`src/rtl/tsu_pkg.sv`:
```
package tsu_pkg;
    typedef enum logic [0:0] {
        TS_UNSET = 1'b0,
        TS_ARMED = 1'b1
    } tsu_state_e;
endpackage

```
`src/rtl/tsu_elapsed.sv`:
```
// Host time plus elapsed ticks; zero while not armed. Subtraction wraps.
module tsu_elapsed #(
    parameter int unsigned W = 64
) (
    input  logic         armed,
    input  logic [W-1:0] host_val,
    input  logic [W-1:0] base_tick,
    input  logic [W-1:0] now_tick,
    output logic [W-1:0] value
);
    logic [W-1:0] delta;

    always_comb begin
        delta = now_tick - base_tick;
        value = armed ? (host_val + delta) : '0;
    end
endmodule

```
`src/rtl/tsu_le_pack.sv`:
```
// Splits a word into byte lanes, lane 0 least significant.
module tsu_le_pack #(
    parameter int unsigned BYTES = 8
) (
    input  logic [8*BYTES-1:0]    word,
    output logic [BYTES-1:0][7:0] lanes
);
    for (genvar k = 0; k < BYTES; k++) begin : g_lane
        assign lanes[k] = word[8*k +: 8];
    end
endmodule

```
`src/rtl/tsu_top.sv`:
```
module tsu_top
    import tsu_pkg::*;
#(
    parameter int unsigned W     = 64,
    parameter int unsigned LENW  = 16,
    localparam int unsigned BYTES = W / 8
) (
    input  logic                  clk,
    input  logic                  rst,
    input  logic [W-1:0]          tick_ns,
    input  logic                  set_stb,
    input  logic [LENW-1:0]       set_len,
    input  logic [W-1:0]          set_data,
    input  logic                  get_stb,
    output logic                  rsp_valid,
    output logic [LENW-1:0]       rsp_len,
    output logic                  rsp_len_err,
    output logic [BYTES-1:0][7:0] rsp_bytes
);
    localparam logic [LENW-1:0] LOAD_LEN = LENW'(BYTES);

    tsu_state_e   state_q, state_d;
    logic [W-1:0] host_q, host_d;
    logic [W-1:0] base_q, base_d;
    logic [W-1:0] word_q;
    logic [W-1:0] read_val;
    logic         load_ok;
    logic         armed_now;

    assign load_ok = set_stb && (set_len == LOAD_LEN);

    // Next-state and stored-pair logic
    always_comb begin
        state_d = state_q;
        host_d  = host_q;
        base_d  = base_q;
        unique case (state_q)
            TS_UNSET: if (load_ok) state_d = TS_ARMED;
            TS_ARMED: state_d = TS_ARMED;
        endcase
        if (load_ok) begin
            host_d = set_data;
            base_d = tick_ns;
        end
        armed_now = (state_d == TS_ARMED);
    end

    // Read path sees the pair after any same-cycle load
    tsu_elapsed #(.W(W)) u_elapsed (
        .armed    (armed_now),
        .host_val (host_d),
        .base_tick(base_d),
        .now_tick (tick_ns),
        .value    (read_val)
    );

    // State register
    always_ff @(posedge clk) begin
        if (rst) begin
            state_q <= TS_UNSET;
            host_q  <= '0;
            base_q  <= '0;
        end else begin
            state_q <= state_d;
            host_q  <= host_d;
            base_q  <= base_d;
        end
    end

    // Response register
    always_ff @(posedge clk) begin
        if (rst) begin
            rsp_valid   <= 1'b0;
            rsp_len     <= '0;
            rsp_len_err <= 1'b0;
            word_q      <= '0;
        end else begin
            rsp_valid   <= set_stb || get_stb;
            rsp_len_err <= set_stb && !load_ok;
            rsp_len     <= get_stb ? LOAD_LEN : '0;
            word_q      <= get_stb ? read_val : '0;
        end
    end

    tsu_le_pack #(.BYTES(BYTES)) u_pack (
        .word (word_q),
        .lanes(rsp_bytes)
    );
endmodule

```
`config.mk`:
```
export PLATFORM = sky130hd
export DESIGN_NAME = tsu_top
export DESIGN_NICKNAME = d
export VERILOG_FILES = /design/src/rtl/tsu_pkg.sv /design/src/rtl/tsu_elapsed.sv /design/src/rtl/tsu_le_pack.sv /design/src/rtl/tsu_top.sv
export SDC_FILE = /design/constraint.sdc
export NUM_CORES = 1
export LEC_CHECK = 0
export BUFFER_PORTS_ARGS = -buffer_cell sky130_fd_sc_hd__clkbuf_2
export CAP_MARGIN = 10
export CORE_ASPECT_RATIO = 0.8
export CORE_UTILIZATION = 45
export CTS_CLUSTER_SIZE = 16
export DETAILED_ROUTE_END_ITERATION = 8
export GPL_TIMING_DRIVEN = 0
export PLACE_DENSITY = 0.79
export SYNTH_ARGS = -nofsm -noshare
export SYNTH_HDL_FRONTEND = slang
export SYNTH_SLANG_ARGS = --single-unit
export TNS_END_PERCENT = 5
```
`constraint.sdc`:
```
create_clock -name clk -period 13.7 [get_ports clk]
set_clock_uncertainty 0.05 [all_clocks]
set_input_delay 4.11 -clock clk [delete_from_list [all_inputs] [get_ports clk]]
set_output_delay 4.11 -clock clk [all_outputs]
set_load 0.01 [all_outputs]
```
==> impl_metrics.json <==
{
  "crit_slowest_cell": "nor2_1",
  "rsz0062_at_grt": "false",
  "finalSetupTns_ns": 0,
  "synthCells": 1444,
  "dr.pass1.iters": 7,
  "avgViaCountPerCell": 5.03,
  "synth_area_per_cell_um2": 8.44,
  "tightestPinTransition_ns": 0.785,
  "startpoint_type": "input pin",
  "worstPathMaxFanout": 10,
  "crit_type": "in2reg",
  "grt_max_degree": 18,
  "io_pins": 230,
  "fp.dieW_um": 186,
  "routed_wl_um": 31400,
  "min-delay-start": "host_q[63]",
  "crit_required_ns": 13.97,
  "ir_drop_mv": 0.0867,
  "yosysSeqAreaShare_pct": 32.2,
  "synth_ff_type": "dfxtp_1",
  "n_antenna_cell": 0,
  "crit_top_cell": "a21oi_1",
  "ctsResizeCount": 0,
  "maxSlewViolCount": 0,
  "critPathTopFamily": "compound AO/OA/AOI/OAI gates",
  "die-area_mm2": 0.0278,
  "pre_cts_slack_ns": 3.58,
  "fmax_mhz": 103,
  "cts_setup_buffers": 0,
  "cts_sinks": 196,
  "total_power_mw": 1.35,
  "holdBufCountCts": 0,
  "postRouteAntennaNets": 0,
  "min_period_ns": 9.71,
  "fillerInstances": 2447,
  "drc_errors": 0,
  "seq_area_mm2": 0.00392,
  "path_cells": "clkbuf_2, nor4b_1, nand4_1, nor2_1, buf_6, clkbuf_1, mux2i_1, fa_1, inv_1, ha_1, a21oi_1, o211ai_1, a21oi_1, nand3_1, a21oi_1, o41ai_2, a221o_2, a21oi_1, xor2_1, nor2_1",
  "slowest_delay_ns": 0.56,
  "clk_latency_ns": 0.45,
  "post_drt_wl_per_cell_um": 15.2,
  "synth.area.top_cells": "dfxtp_1 (32%), fa_1 (10%), ha_1 (6.6%)",
  "initial_utilization_pct": 46.1,
  "synth-async-reset-ratio_pct": 0,
  "grt_overflow_total": 0,
  "syn-cell-area_mm2": 0.0122,
  "core_area_mm2": 0.0265,
  "yosysWarnings": 0,
  "cts.clk_slew.worst_paths_ns": 0.08,
  "numCtsBuffers": 17,
  "antenna_found_initial": 0,
  "multi_input_area_mm2": 0.00716,
  "gp_congestion": 0.918,
  "synth_area_leader_cell": "dfxtp_1",
  "die_y_um": 149,
  "synth_cell_type_count": 78,
  "outcome": "finished clean",
  "grt_first_pass_wirelength_um": 49500,
  "final-setup-viol-count": 0,
  "max-clock-path-buffers": 2,
  "first_global_vias": 9954,
  "fin_crit_sh_pct": 70.9,
  "fin_hold_ws_ns": 0.435,
  "arrival_ns": 9.98,
  "r2r-start": "base_q[12]",
  "synth_edf_count": 0,
  "io_buffers": 214,
  "worst_slack_ns": 3.99,
  "yosys_register_bits": 196,
  "synth.most_common_cell": "dfxtp_1",
  "h-tree-depth": 4,
  "grt_usage_pct": 23.0,
  "cts_tree": "done",
  "final_layout_size_suffix_gt1_share_pct": 18.4,
  "cts-root-buf": "clkbuf_16",
  "leakagePower_nw": 6.83,
  "drtIter0Drc": 670,
  "timing.rr.end": "word_q[56]",
  "nNetsFinal": 1967,
  "synth_top_area_share_pct": 32.2,
  "dp_hpwl_um": 25200,
  "drv_cap": 0,
  "power_density_mw_per_mm2": 94.0,
  "holdPathStages": 2,
  "path_buf_inv": 4,
  "row_count": 53,
  "area_growth_pct": 17.8,
  "regToRegSetupSlack_ns": 9.47,
  "hold_path.class": "reg2reg",
  "ff2ff_path_depth": 15,
  "finalHoldViolCount": 0,
  "min_to": "host_q[63]",
  "end_kind": "flop",
  "max_slew_margin_pct": 47.7,
  "vias": 10400,
  "ys_top_cells_by_count": "dfxtp_1 (196), inv_1 (195), nor2_1 (156)"
}
## worst max-delay path by stage
stage	startpoint	end	slack [ns]	depth (start not counted)
finish	set_len[13]	word_q[56]	3.99	20
global route	set_len[13]	word_q[56]	3.58	20
CTS	set_len[13]	word_q[56]	4.04	20
detailed placement	set_len[13]	word_q[56]	3.58	20
global placement	set_len[13]	word_q[56]	3.40	19
floorplan	set_len[13]	word_q[52]	5.23	18
## logic make-up (layout without fill, tap and decap cells)
kind of cell             after synthesis  in the layout  share of synthesized area (%)
flip-flops                           196            196                           32.2
other                                  1             15                         0.0308
AND/OR/NAND/NOR                      441            441                           17.1
AO/OA/AOI/OAI                        286            286                           15.0
XOR/XNOR                              56             56                           4.02
multiplexers                          64             64                           5.25
buffers and inverters                273            520                           9.51
adder cells (fa/ha/maj)              127            127                           16.9
## cell usage in the layout, fill, tap and decap left out, drive strengths merged, types with 4 or more instances in the layout
cell type	n
clkbuf	280
inv	200
dfxtp	196
nor2	157
nand2	129
o21ai	94
a21oi	77
nor2b	66
mux2i	64
ha	64
fa	63
a21o	49
xnor2	33
buf	33
xor2	23
nand4	18
conb	15
o21bai	14
nand3	13
nor3	12
nand2b	8
a31oi	8
nor4	8
a211oi	6
and2	6
o31ai	5
and3	5
or2	5
o21a	4
or3	4
## sequential cells by signal (all words and copies together), names as in the netlist
register     flops
rsp_valid        1
state_q          1
host_q          64
word_q          64
rsp_len          1
rsp_len_err      1
base_q          64
## per-layer routing
metal / up-vias / track usage [%] / share of wire [%]
li1: 5180 / - / -
met1: 4839 / 32.1 / 47
met2: 320 / 35.7 / 44
met3: 42 / 4.05 / 5.8
met4: 0 / 8.07 / 2.3
met5: - / 0 / 0
## tightest hold or removal path: cells and delay by family (launching register included)
kind / cells / cell delay, ns
simple gates: 1 / 0.06
compound gates: 1 / 0.06
flops: 1 / 0.32
## metrics by stage
stage | std cells | utilization (%) | area, µm²
finish | 2062 | 54.3 | 14400
global route | 2062 | 54.3 | 14400
CTS | 2062 | 54.3 | 14400
detailed placement | 2030 | 52.1 | 13800
global placement | 2029 | 52.0 | 13800
floorplan | 1458 | - | 12200
## report_power, final
group | total, mW | internal [mW] | switching, mW
clock | 0.511 | 0.269 | 0.242
combinational | 0.268 | 0.112 | 0.156
sequential | 0.570 | 0.570 | 0.000133
total | 1.35 | 0.951 | 0.398
## final cells by class
cell class | count | area share, %
tap | 357 | 3.11
multi-input combinational | 989 | 49.9
inverter | 195 | 5.10
clock buffer | 20 | 3.25
buffer | 78 | 2.98
clock inverter | 12 | 0.828
timing repair buffer | 215 | 7.54
sequential | 196 | 27.3
Power figures use the tool's default switching activity.
